### src/rtl/uart_irq_pkg.sv
package uart_irq_pkg;

    // identification values: bit 0 = 1 means nothing pending
    localparam logic [3:0] ID_NONE  = 4'b0001;
    localparam logic [3:0] ID_LINE  = 4'b0110;
    localparam logic [3:0] ID_RXD   = 4'b0100;
    localparam logic [3:0] ID_TOUT  = 4'b1100;
    localparam logic [3:0] ID_TX    = 4'b0010;
    localparam logic [3:0] ID_MODEM = 4'b0000;

    // enable bit positions
    localparam int EN_RX    = 0;
    localparam int EN_TX    = 1;
    localparam int EN_LINE  = 2;
    localparam int EN_MODEM = 3;

    typedef enum logic [2:0] {
        SRC_NONE,
        SRC_LINE,
        SRC_RXD,
        SRC_TOUT,
        SRC_TX,
        SRC_MODEM
    } irq_src_e;

    typedef struct packed {
        logic line;
        logic rxd;
        logic tout;
        logic tx;
        logic modem;
    } irq_req_t;

    // trigger level for a given select value and FIFO depth
    function automatic int trig_level(input logic [1:0] sel, input int depth);
        case (sel)
            2'd0:    return 1;
            2'd1:    return depth / 4;
            2'd2:    return depth / 2;
            default: return depth - 2;
        endcase
    endfunction

    // fixed priority pick
    function automatic irq_src_e pick_source(input irq_req_t r);
        if (r.line)       return SRC_LINE;
        else if (r.rxd)   return SRC_RXD;
        else if (r.tout)  return SRC_TOUT;
        else if (r.tx)    return SRC_TX;
        else if (r.modem) return SRC_MODEM;
        else              return SRC_NONE;
    endfunction

    function automatic logic [3:0] id_of(input irq_src_e s);
        case (s)
            SRC_LINE:  return ID_LINE;
            SRC_RXD:   return ID_RXD;
            SRC_TOUT:  return ID_TOUT;
            SRC_TX:    return ID_TX;
            SRC_MODEM: return ID_MODEM;
            default:   return ID_NONE;
        endcase
    endfunction

endpackage

### src/rtl/uart_irq_sticky.sv
// Sticky event flags cleared by a status register read; a new event wins over the clear.
module uart_irq_sticky #(
    parameter int WIDTH = 4
) (
    input  logic             clk,
    input  logic             rst,
    input  logic [WIDTH-1:0] evt,
    input  logic             clr,
    output logic             pend
);
    logic [WIDTH-1:0] flags;

    for (genvar i = 0; i < WIDTH; i++) begin : g_flag
        always_ff @(posedge clk) begin
            if (rst)
                flags[i] <= 1'b0;
            else if (evt[i])
                flags[i] <= 1'b1;
            else if (clr)
                flags[i] <= 1'b0;
        end
    end

    assign pend = |flags;

    AST_STICKY_SET: assert property (@(posedge clk) disable iff (rst)
        (|evt) |=> pend);
    AST_STICKY_CLR: assert property (@(posedge clk) disable iff (rst)
        (clr && !(|evt)) |=> !pend);
    AST_STICKY_HOLD: assert property (@(posedge clk) disable iff (rst)
        (pend && !clr) |=> pend);
endmodule

### src/rtl/uart_irq_rx.sv
// Received-data condition and character timeout.
module uart_irq_rx
    import uart_irq_pkg::*;
#(
    parameter int DEPTH         = 16,
    parameter int TIMEOUT_CHARS = 4,
    localparam int LVL_W        = $clog2(DEPTH + 1),
    localparam int CNT_W        = $clog2(TIMEOUT_CHARS + 1)
) (
    input  logic             clk,
    input  logic             rst,
    input  logic             fifo_en,
    input  logic             rx_hold_full,
    input  logic [LVL_W-1:0] rx_level,
    input  logic [1:0]       rx_trig_sel,
    input  logic             rx_push,
    input  logic             rx_pop,
    input  logic             char_tick,
    output logic             rxd_pend,
    output logic             tout_pend
);
    localparam logic [CNT_W-1:0] CNT_LAST = CNT_W'(TIMEOUT_CHARS - 1);

    logic             at_trig;
    logic             restart;
    logic [CNT_W-1:0] idle_cnt;

    always_comb begin
        at_trig = int'(rx_level) >= trig_level(rx_trig_sel, DEPTH);
        restart = !fifo_en || (rx_level == '0) || rx_push || rx_pop;
    end

    always_ff @(posedge clk) begin
        if (rst)
            rxd_pend <= 1'b0;
        else
            rxd_pend <= fifo_en ? at_trig : rx_hold_full;
    end

    always_ff @(posedge clk) begin
        if (rst) begin
            idle_cnt  <= '0;
            tout_pend <= 1'b0;
        end else if (restart) begin
            idle_cnt  <= '0;
            tout_pend <= 1'b0;
        end else if (char_tick) begin
            if (idle_cnt == CNT_LAST)
                tout_pend <= 1'b1;
            else
                idle_cnt <= idle_cnt + 1'b1;
        end
    end

    AST_TOUT_NEEDS_TICK: assert property (@(posedge clk) disable iff (rst)
        $rose(tout_pend) |-> $past(char_tick));
    AST_TOUT_ACTIVITY_CLR: assert property (@(posedge clk) disable iff (rst)
        (rx_push || rx_pop) |=> !tout_pend);
    AST_TOUT_FIFO_ONLY: assert property (@(posedge clk) disable iff (rst)
        !fifo_en |=> !tout_pend);
    AST_RXD_CHAR_MODE: assert property (@(posedge clk) disable iff (rst)
        !fifo_en |=> (rxd_pend == $past(rx_hold_full)));
endmodule

### src/rtl/uart_irq_tx.sv
// Transmit-empty source: set on becoming empty or on enable, cleared by write or reported read.
module uart_irq_tx (
    input  logic clk,
    input  logic rst,
    input  logic thr_empty,
    input  logic tx_en,
    input  logic thr_wr,
    input  logic rd_id,
    input  logic tx_shown,
    output logic tx_pend
);
    logic empty_q;
    logic en_q;
    logic set_c;
    logic clr_c;

    always_comb begin
        set_c = (thr_empty && !empty_q) || (tx_en && !en_q && thr_empty);
        clr_c = thr_wr || (rd_id && tx_shown);
    end

    always_ff @(posedge clk) begin
        if (rst) begin
            empty_q <= 1'b1;
            en_q    <= 1'b0;
            tx_pend <= 1'b0;
        end else begin
            empty_q <= thr_empty;
            en_q    <= tx_en;
            if (clr_c)
                tx_pend <= 1'b0;
            else if (set_c)
                tx_pend <= 1'b1;
        end
    end

    AST_TX_WR_CLR: assert property (@(posedge clk) disable iff (rst)
        thr_wr |=> !tx_pend);
    AST_TX_READ_CLR: assert property (@(posedge clk) disable iff (rst)
        (rd_id && tx_shown) |=> !tx_pend);
    AST_TX_READ_KEEP: assert property (@(posedge clk) disable iff (rst)
        (tx_pend && rd_id && !tx_shown && !thr_wr) |=> tx_pend);
    AST_TX_NEEDS_EMPTY: assert property (@(posedge clk) disable iff (rst)
        $rose(tx_pend) |-> $past(thr_empty));
endmodule

### src/rtl/uart_irq_prio.sv
module uart_irq_prio
    import uart_irq_pkg::*;
#(
    parameter int DEPTH         = 16,
    parameter int TIMEOUT_CHARS = 4,
    parameter int N_LINE        = 4,
    parameter int N_MODEM       = 4,
    localparam int LVL_W        = $clog2(DEPTH + 1)
) (
    input  logic               clk,
    input  logic               rst,
    input  logic               fifo_en,
    input  logic [3:0]         irq_en,
    input  logic [N_LINE-1:0]  line_err_evt,
    input  logic               rd_line_stat,
    input  logic               rx_hold_full,
    input  logic [LVL_W-1:0]   rx_level,
    input  logic [1:0]         rx_trig_sel,
    input  logic               rx_push,
    input  logic               rx_pop,
    input  logic               char_tick,
    input  logic               thr_empty,
    input  logic               thr_wr,
    input  logic [N_MODEM-1:0] modem_chg_evt,
    input  logic               rd_modem_stat,
    input  logic               rd_id,
    output logic               irq,
    output logic [3:0]         int_id
);
    logic     line_pend, modem_pend, rxd_pend, tout_pend, tx_pend;
    irq_req_t req;
    irq_src_e cur_src;
    logic     tx_shown;

    uart_irq_sticky #(.WIDTH(N_LINE)) u_line (
        .clk  (clk),
        .rst  (rst),
        .evt  (line_err_evt),
        .clr  (rd_line_stat),
        .pend (line_pend)
    );

    uart_irq_sticky #(.WIDTH(N_MODEM)) u_modem (
        .clk  (clk),
        .rst  (rst),
        .evt  (modem_chg_evt),
        .clr  (rd_modem_stat),
        .pend (modem_pend)
    );

    uart_irq_rx #(.DEPTH(DEPTH), .TIMEOUT_CHARS(TIMEOUT_CHARS)) u_rx (
        .clk          (clk),
        .rst          (rst),
        .fifo_en      (fifo_en),
        .rx_hold_full (rx_hold_full),
        .rx_level     (rx_level),
        .rx_trig_sel  (rx_trig_sel),
        .rx_push      (rx_push),
        .rx_pop       (rx_pop),
        .char_tick    (char_tick),
        .rxd_pend     (rxd_pend),
        .tout_pend    (tout_pend)
    );

    uart_irq_tx u_tx (
        .clk       (clk),
        .rst       (rst),
        .thr_empty (thr_empty),
        .tx_en     (irq_en[EN_TX]),
        .thr_wr    (thr_wr),
        .rd_id     (rd_id),
        .tx_shown  (tx_shown),
        .tx_pend   (tx_pend)
    );

    always_comb begin
        req.line  = line_pend  && irq_en[EN_LINE];
        req.rxd   = rxd_pend   && irq_en[EN_RX];
        req.tout  = tout_pend  && irq_en[EN_RX];
        req.tx    = tx_pend    && irq_en[EN_TX];
        req.modem = modem_pend && irq_en[EN_MODEM];
        cur_src   = pick_source(req);
        tx_shown  = (cur_src == SRC_TX);
        int_id    = id_of(cur_src);
        irq       = (cur_src != SRC_NONE);
    end

    AST_IRQ_MATCHES_ID: assert property (@(posedge clk) disable iff (rst)
        irq == !int_id[0]);
    AST_LINE_FIRST: assert property (@(posedge clk) disable iff (rst)
        (line_pend && irq_en[EN_LINE]) |-> (int_id == ID_LINE));
    AST_MASKED_LINE_HIDDEN: assert property (@(posedge clk) disable iff (rst)
        !irq_en[EN_LINE] |-> (int_id != ID_LINE));
    AST_MODEM_LAST: assert property (@(posedge clk) disable iff (rst)
        (int_id == ID_MODEM) |-> (!rxd_pend || !irq_en[EN_RX]));
endmodule

### config.mk
export PLATFORM = sky130hd
export DESIGN_NAME = uart_irq_prio
export DESIGN_NICKNAME = d
export VERILOG_FILES = /design/src/rtl/uart_irq_pkg.sv /design/src/rtl/uart_irq_sticky.sv /design/src/rtl/uart_irq_rx.sv /design/src/rtl/uart_irq_tx.sv /design/src/rtl/uart_irq_prio.sv
export SDC_FILE = /design/constraint.sdc
export NUM_CORES = 1
export LEC_CHECK = 0
export BUFFER_PORTS_ARGS = -buffer_cell sky130_fd_sc_hd__buf_2
export CORE_MARGIN = 2
export CORE_UTILIZATION = 25
export DETAILED_ROUTE_END_ITERATION = 10
export PLACE_DENSITY = 0.47
export SLEW_MARGIN = 20
export SYNTH_ARGS = -nofsm -noshare
export SYNTH_HDL_FRONTEND = slang
export SYNTH_SLANG_ARGS = --single-unit
### constraint.sdc
create_clock -name clk -period 2 [get_ports clk]
set_clock_uncertainty 0.15 [all_clocks]
set_input_delay 0 -clock clk [delete_from_list [all_inputs] [get_ports clk]]
set_output_delay 0 -clock clk [all_outputs]
set_load 0.005 [all_outputs]
**Word level (Yosys, flattened, before mapping)**

Cells that the tools add are included.

- Memory bits (read-only): 0
- Memories kept: 0
- Logic and storage cells: 77
- Bits in latches: 0
- Bits of input ports: 31
- Register bits after elaboration: 16
- Bits in writable memories: 0

- Add/sub/neg operators: 1
- Multiplexer cells: 18
- Shift operators: 0
- Reduce and logical (&&, ||, !) cells: 34
- Equal/unequal tests: 8
- $lt $le $gt $ge: 1
- Multipliers: 0
- Div/mod/pow operators: 0
- Bitwise gates (word level): 1

Operators by type and width:

| cell | count |
|---|---|
| case mux 4 bit (5 select lines) | 1 |
| nonzero test 2 bit | 8 |
| two-way mux 3 bit | 5 |
| case mux 4 bit (3 select lines) | 1 |
| two-way mux 1 bit | 11 |
| == test 3 x 2 -> 1 bit (second input constant) | 3 |
| logical AND 1 bit | 9 |
| OR reduction 4 bit | 2 |
| == test 3 bit (second input constant) | 2 |
| >= comparator 5 x 4 -> 1 bit | 1 |
| zero test 5 bit | 1 |
| logical OR 1 bit | 5 |
| AND reduction 2 bit | 2 |
| OR reduction 2 bit | 2 |
| adder 3 x 1 -> 3 bit (second input constant) | 1 |
| == test 3 x 1 -> 1 bit (second input constant) | 1 |
| zero test 1 bit | 3 |
| nonzero test 3 bit | 1 |
| == test 2 x 1 -> 1 bit (second input constant) | 1 |
| == test 2 bit (second input constant) | 1 |
| zero test 2 bit | 1 |
| inverter 1 bit | 1 |

**Logic depth before layout (Yosys ltp)**

Gate-level depths: netlist of the first run.

- Depth after elaboration: 11
- Mapped depth: 5

**Cells and area by module**

A second synthesis of the first run with hierarchy kept.

- Cells, all modules: 92
- Area, all modules: 802.0 um^2

By module, submodules not included:

| module | cells each | times used | seq. area each (um^2) | area an instance (um^2) |
|---|---|---|---|---|
| uart_irq_rx | 36 | 1 | 100.1 | 321.6 |
| uart_irq_sticky | 17 | 2 | 80.1 | 148.9 |
| uart_irq_tx | 9 | 1 | 60.1 | 106.4 |
| uart_irq_prio | 13 | 1 | 0.0 | 76.3 |

**Worst setup path after synthesis of the first run**

OpenSTA, ideal clock, no wires.

- Kind: reg2reg
- Start point: register u_rx.idle_cnt[0]
- End point: register u_rx.idle_cnt[1]
- Clock period less this slack: 1445 ps
- Stages on the path, launching flop included: 6
- Setup time: 119 ps
- Data required time: 1731 ps
- Setup slack: 555 ps
- Arrival: 1176 ps
- Path through: dfxtp_1 > ha_1 > ha_1 > nor2b_1 > mux2i_1 > nor2_1

- Word-level cells in the longest chain between the ends: 3
- Elaborated cells between the ends (all ways): 4

Ends and longest elaborated chain:

| element | line | RTL |
|---|---|---|
| start: declaration | uart_irq_rx.sv:26 | `logic [CNT_W-1:0] idle_cnt;` |
| start signal: assignment | uart_irq_rx.sv:51 | `idle_cnt <= idle_cnt + 1'b1;` |
| parallel branches: the longest is 3 deep, another holds adder 3 x 1 -> 3 bit | - |  |

Several ways; the timed one is not identified.
A chain may end at the register's enable or synchronous reset.

**Worst setup path in the final report of the first run**

- Start point: input modem_chg_evt[3]
- End point: register u_modem.flags[3]

- Word-level cells in the longest chain between the ends: 1
- Elaborated cells between the ends (all ways): 2

Ends and longest elaborated chain:

| element | line | RTL |
|---|---|---|
| start: declaration | uart_irq_prio.sv:24 | `input logic [N_MODEM-1:0] modem_chg_evt,` |
| two-way mux 1 bit or nonzero test 2 bit (tied branches) | - |  |
| end signal: indexed assignment | uart_irq_sticky.sv:16 | `flags[i] <= 1'b0;` |
| end signal: indexed assignment | uart_irq_sticky.sv:18 | `flags[i] <= 1'b1;` |
| end signal: indexed assignment | uart_irq_sticky.sv:20 | `flags[i] <= 1'b0;` |
| end: declaration | uart_irq_sticky.sv:11 | `logic [WIDTH-1:0] flags;` |

Parallel ways exist; a longest one is shown, timed or not.

==> results of run 1 <==
[worst max-delay path, stage by stage]
cell and delay [ns]:
dlygate4sd3_1 0.54, buf_2 0.13, a21oi_1 0.11, dlygate4sd3_1 0.56, nor2_1 0.04, dlygate4sd3_1 0.57
[power groups by stage]
| stage | clock (mW) | sequential [mW] | combinational [mW] |
|---|---|---|---|
| 2_1_floorplan | 0 | 0.348 | 0.0507 |
| 3_3_place_gp | 0 | 0.350 | 0.100 |
| 3_5_place_dp | 0 | 0.350 | 0.102 |
| 4_1_cts | 0.228 | 0.342 | 0.160 |
| 5_1_grt | 0.239 | 0.344 | 0.183 |
| 6_report | 0.218 | 0.343 | 0.163 |
[area by class of cell]
class | instances | area, um2
Fill cell | 275 | 1430
Timing Repair Buffer | 71 | 536
Multi-Input combinational cell | 60 | 398
Sequential cell | 16 | 320
Tap cell | 31 | 38.8
Clock buffer | 4 | 36.3
Inverter | 7 | 26.3
[cell families after synthesis]
family / count (synthesis) / share of synthesized area
AO/OA/AOI/OAI: 20 / 0.180
XOR/XNOR: 1 / 0.0118
adder cells (fa/ha/maj): 6 / 0.101
buffers and inverters: 8 / 0.0404
flip-flops: 16 / 0.431
multiplexers: 1 / 0.0135
AND/OR/NAND/NOR: 32 / 0.222
[cell usage in the layout (no fill, tap or decap), drive strengths merged]
cell | synthesis | routed
a2111oi | 1 | 1
a211oi | 1 | 1
a21oi | 9 | 9
a41oi | 1 | 1
and3b | 1 | 1
and4 | 1 | 1
buf | 0 | 35
clkbuf | 1 | 4
dfxtp | 16 | 16
dlygate4sd3 | 0 | 36
ha | 6 | 6
inv | 7 | 7
mux2i | 1 | 1
nand2 | 3 | 3
nand4 | 1 | 1
nor2 | 16 | 16
nor2b | 3 | 3
nor3 | 2 | 2
nor3b | 1 | 1
nor4b | 2 | 2
o21a | 2 | 2
o21ai | 2 | 2
o21bai | 1 | 1
o31ai | 1 | 1
o41a | 1 | 1
o41ai | 1 | 1
or2 | 1 | 1
or4 | 1 | 1
xnor2 | 1 | 1
[what timing repair did]
action,4_1_cts,5_1_grt
endpoints found under the setup margin,0,1
hold endpoints to repair,16,0
resized for setup,0,1
hold buffers,36,0
buffers inserted,0,0
[state kept, by name (all words and copies together), names as in the netlist]
register and flops:
u_line.flags 4, u_modem.flags 4, u_rx.idle_cnt 3, u_rx.rxd_pend 1, u_rx.tout_pend 1, u_tx.empty_q 1, u_tx.en_q 1, u_tx.tx_pend 1
[per-stage QoR]
stage                     worst slack, ns   util  std cells  cell area, um2
final                              0.0807  0.487        189            1360
after CTS                          0.0716  0.485        189            1350
after global routing              0.00888  0.487        189            1360
after global placement              0.520  0.343        149             953
after detailed placement            0.460  0.343        149             953
after floorplan                     0.555      -         84             743
[synth_stat cells, types with 2 or more instances]
library cell,number,share of area
dfxtp_1,16,0.43
nor2_1,15,0.076
a21oi_1,9,0.061
inv_1,7,0.035
ha_1,6,0.10
nand2_1,3,0.015
nor2b_1,3,0.025
nor3_1,2,0.013
nor4b_1,2,0.024
o21a_1,2,0.020
[per-layer routing]
| layer | up-vias | routed length, um | global-route usage | part of all wire |
|---|---|---|---|---|
| met5 | - | 0 | 0 | 0 |
| met4 | 0 | 9 | 0.0399 | 0.0043 |
| met3 | 2 | 100 | 0.0462 | 0.048 |
| met2 | 20 | 1090 | 0.238 | 0.52 |
| met1 | 404 | 875 | 0.160 | 0.42 |
| li1 | 448 | - | - | - |
[worst paths after layout]
kind	from	endpoint	cells past startpoint
setup reg to reg	u_line.flags[0]	u_tx.tx_pend	4
hold / removal	irq_en[3]	irq	4
hold reg to reg	u_rx.idle_cnt[1]	u_rx.idle_cnt[1]	2
setup / recovery	modem_chg_evt[3]	u_modem.flags[3]	6
==> qor.yml, run 1 <==
status: "complete, no violations"
wl_per_cell_um: 11.0
die_h_um: 58.5
relSlewSlack: 0.737
grt_pass1_vias: 873
num-nets-final: 196
syn_nets: 121
hold_class: "primary input to output port"
endpoint_kind: "flop"
p_sw_frac: 0.242
clock-root-buffer: "clkbuf_4"
syn2layout_area_growth_pct: 82.3
ir_drop_mv: 0.519
critical_path_class: "primary input to flop"
num_rows: 19
synth_area_per_cell_um2: 8.85
vias: 874
startpoint_type: "primary input"
drc: 0
synthArstFlopShare: 0
hold_violations: 0
routed_wl_um: 2070
vias_per_cell: 4.62
yosys_warnings: 0
cts_tree: "yes"
hpwlAfterDp_um: 1390
grt_pass1_wl_um: 3590
worst_slew_pin_slew_ns: 0.389
h-tree-depth: 1
drtIter0Drc: 15
synth_ff_type: "dfxtp_1"
r2r_slack_ns: 0.08
die_w_um: 58.5
internal-power_uw: 549
track_usage: 0.137
final_antenna_net_count: 0
clock_path_buffers: 2
synth_enable_flop_cells: 0
die_area_mm2: 0.00343
clkSlewWorstSetupHoldPaths_ns: 0.09
worstPathRequired_ns: 2.03
grt_max_degree: 14
p_comb_frac: 0.225
yosysSeqAreaShare: 0.431
numClockSinks: 16
clockPowerShare: 0.301
final_max_slew_viol_count: 0
fin_crit_sh: 0.960
clock.fmax_mhz: 521
start_util: 0.267
power.leakage_nw: 0.642
setup_viol: 0
ioPinCount: 36
whs_ns: 0.206
p_sw_uw: 176
layout-drive-gt1-share: 0.266
firstDrtPassIters: 4
port_buffers: 35
p_seq_frac: 0.473
p_total_uw: 725
syn_inst: 84
ys_ff_latch: 16
cp_data_arrival_time_ns: 1.95
clk_latency_ns: 0.29
netlist_area_um2: 743
gp_congestion: 0.727
cap_violations: 0
overflow: 0
grt_setup_unrepaired: "false"
synth.distinct_cells: 29
cp_max_fo: 1
min_period_ns: 1.92
tns_ns: 0
antenna_found_initial: 0
power_density_mw_per_mm2: 535
diodes: 0
cts_buffers: 3
core-area_mm2: 0.00278
(Power assumes the default switching activity.)
==> run 2: changes to the inputs <==
- ABC_AREA: default -> 1
- PLACE_DENSITY: 0.47 -> 0.46
==> qor.yml, run 2 <==
drc: 0  # unchanged
grt_max_degree: 14  # unchanged
final_antenna_net_count: 0  # unchanged
status: "complete, no violations"
yosys.area.top_type_share: 0.388  # -0.0425
diodes: 0  # unchanged
core-area_mm2: 0.00310  # +12%
port_buffers: 35  # unchanged
routed_wl_um: 2160  # +4.4%
ys_ff_latch: 16  # unchanged
vias: 922  # +5.5%
worstRegToRegCells: 4  # unchanged
wl_per_cell_um: 9.49  # -13%
gp_congestion: 0.669  # -8.0%
synth_compound_area_frac: 0.140  # -0.0405
synthAdderAreaFrac: 0.0910  # -0.00996
reg2reg_to: "u_line.flags[2]"
worst_slew_pin_slew_ns: 0.246  # -0.143 ns
worstPathRequired_ns: 2.02  # about the same
hpwlAfterDp_um: 1500  # +7.6%
hold_class: "primary input to output port"
antenna_found_initial: 0  # unchanged
firstDrtPassIters: 3  # -1
synth.area.top_cells: "dfxtp_1 39%, ha_1 9.1%, a21oi_1 7.9%"
min_period_ns: 1.90  # -0.0170 ns
r2r_slack_ns: 0.12  # +0.04 ns
clock_path_buffers: 2  # unchanged
critPathSlowestCell: "dlygate4sd3_1"
layout-drive-gt1-share: 0.266  # +0.000482
crit_path_cell_trace: "dlygate4sd3_1 > buf_2 > a21oi_1 > dlygate4sd3_1 > nor2_1 > dlygate4sd3_1"
cp_max_fo: 1  # unchanged
cp_data_arrival_time_ns: 1.92  # -0.03 ns
num_rows: 20  # +1
num-nets-final: 222  # +13%
crit_path_frequent_cell: "dlygate4sd3_1"
final_cells: 228  # +21%
start_util: 0.266  # -0.00148
vias_per_cell: 4.04  # -13%
netlist_area_um2: 825  # +11%
dp.cells: 188  # +26%
h-tree-depth: 1  # unchanged
synth_enable_flop_cells: 0  # unchanged
fin_crit_sh: 0.951  # -0.00850
critical_path_class: "primary input to flop"
power_density_mw_per_mm2: 508  # -5.0%
synth_xor_area_frac: 0.0106  # -0.00116
synth_ff_type: "dfxtp_1"
cts_tree: "yes"
grt_pass1_wl_um: 3420  # -4.8%
track_usage: 0.124  # -0.0129
synth_top_family_by_area: "simple AND/OR/NAND/NOR gates"
tns_ns: 0  # unchanged
ir_drop_mv: 0.187  # -64%
overflow: 0  # unchanged
synthMuxAreaShare: 0  # -0.0135
clkSlewWorstSetupHoldPaths_ns: 0.09  # about the same
grt_setup_unrepaired: "false"
final_max_slew_viol_count: 0  # unchanged
setup_viol: 0  # unchanged
layout_common_cells: "36 x dlygate4sd3_1, 35 x buf_2, 17 x nand2_1, 16 x nor2_1, 16 x dfxtp_1"
numClockSinks: 16  # unchanged
hold_depth: 4  # unchanged
power.leakage_nw: 0.718  # +12%
clock.fmax_mhz: 526  # +0.89%
startpoint_type: "primary input"
synth.distinct_cells: 22  # -24%
yosys.area.top_type: "dfxtp_1"
whs_ns: 0.188  # -0.0178 ns
synth_area_per_cell_um2: 7.50  # -15%
syn_inst: 110  # +31%
syn2layout_area_growth_pct: 75.4
synthArstFlopShare: 0  # unchanged
reg2reg_from: "u_line.flags[2]"
relSlewSlack: 0.836  # +0.0987
ioPinCount: 36  # unchanged
hold_violations: 0  # unchanged
mostFrequentLayoutCell: "dlygate4sd3_1"
die_h_um: 61.4  # +5.0%
hold_path_startpoint: "irq_en[2]"
holdPathEnd: "int_id[2]"
die_w_um: 61.4  # +5.0%
synth_common_cells: "17 x nand2_1, 16 x dfxtp_1, 16 x nor2_1, 14 x inv_1, 13 x a21oi_1"
die_area_mm2: 0.00377  # +10%
clk_latency_ns: 0.27  # -0.02 ns
syn_nets: 147  # +21%
cts_buffers: 3  # unchanged
yosysSeqAreaShare: 0.388  # -0.0425
synthSimpleGateAreaFrac: 0.296  # +0.0737
max_stage_delay_ns: 0.56  # about the same
largest_registers: "u_line.flags (4), u_modem.flags (4), u_rx.idle_cnt (3)"
grt_pass1_vias: 907  # +3.9%
yosys_warnings: 0  # unchanged
yosysMostFrequentCell: "nand2_1"
cap_violations: 0  # unchanged
drtIter0Drc: 7  # -8
clock-root-buffer: "clkbuf_4"
endpoint_kind: "flop"
[run 2: where the power goes]
part	switching (mW)	internal, mW	total [mW]
clock	0.0970	0.111	0.208
sequential	0.00899	0.334	0.343
combinational	0.0754	0.109	0.184
total	0.181	0.553	0.735
[run 2: cell families (layout without fill, tap and decap cells)]
group | after synthesis | in the layout
and+or+nand+nor | 52 | 52
AOI/OAI and AO/OA | 19 | 19
DFF | 16 | 16
buffers and inverters | 16 | 90
adders and majority gates | 6 | 6
xor gates and xnor gates | 1 | 1
[run 2: metal layers]
| layer | track usage | share of wire |
|---|---|---|
| met1 | 0.126 | 0.43 |
| met2 | 0.246 | 0.51 |
| met3 | 0.0147 | 0.049 |
| met4 | 0.0608 | 0.012 |
| met5 | 0 | 0 |
[run 2: worst max path at each step]
stage / startpoint / endpoint / slack, ns / cells after the start
final: modem_chg_evt[1] / u_modem.flags[1] / 0.1 / 6
after detailed placement: u_rx.idle_cnt[0] / u_rx.idle_cnt[2] / 0.54 / 6
after floorplan: u_rx.idle_cnt[0] / u_rx.idle_cnt[2] / 0.64 / 6
after global routing: u_line.flags[2] / u_line.flags[2] / 0.04 / 4
after global placement: u_rx.idle_cnt[0] / u_rx.idle_cnt[2] / 0.61 / 6
after CTS: modem_chg_evt[0] / u_modem.flags[0] / 0.14 / 6
[run 2: timing repair]
action                     in CTS  in global routing
hold buffers                   37                  0
resized for setup               0                  0
setup endpoints to repair       0                  1
hold endpoints to repair       16                  0
buffers inserted                0                  0
[run 2: worst max-delay path: cells and delay by family]
kind / cells / cell delay [ns]
buffers and inverters: 4 / 1.77
AO/OA/AOI/OAI: 1 / 0.11
AND/OR/NAND/NOR: 1 / 0.04
[run 2: cell type report]
cell class	instances	area, um2
tap	44	55.1
timing repair buffer	71	536
inverter	15	56.3
clock buffer	4	36.3
multi-input combinational	78	443
fill	339	1660
sequential	16	320
[run 2: stage by stage]
step / cell area, um2 / worst slack [ns] / total power [mW] / utilization
6_report: 1450 / 0.0977 / 0.735 / 0.466
5_1_grt: 1450 / 0.0427 / 0.784 / 0.466
4_1_cts: 1460 / 0.139 / 0.744 / 0.469
3_5_place_dp: 1050 / 0.544 / 0.476 / 0.338
3_3_place_gp: 1050 / 0.611 / 0.473 / 0.338
2_1_floorplan: 825 / 0.643 / 0.417 / -
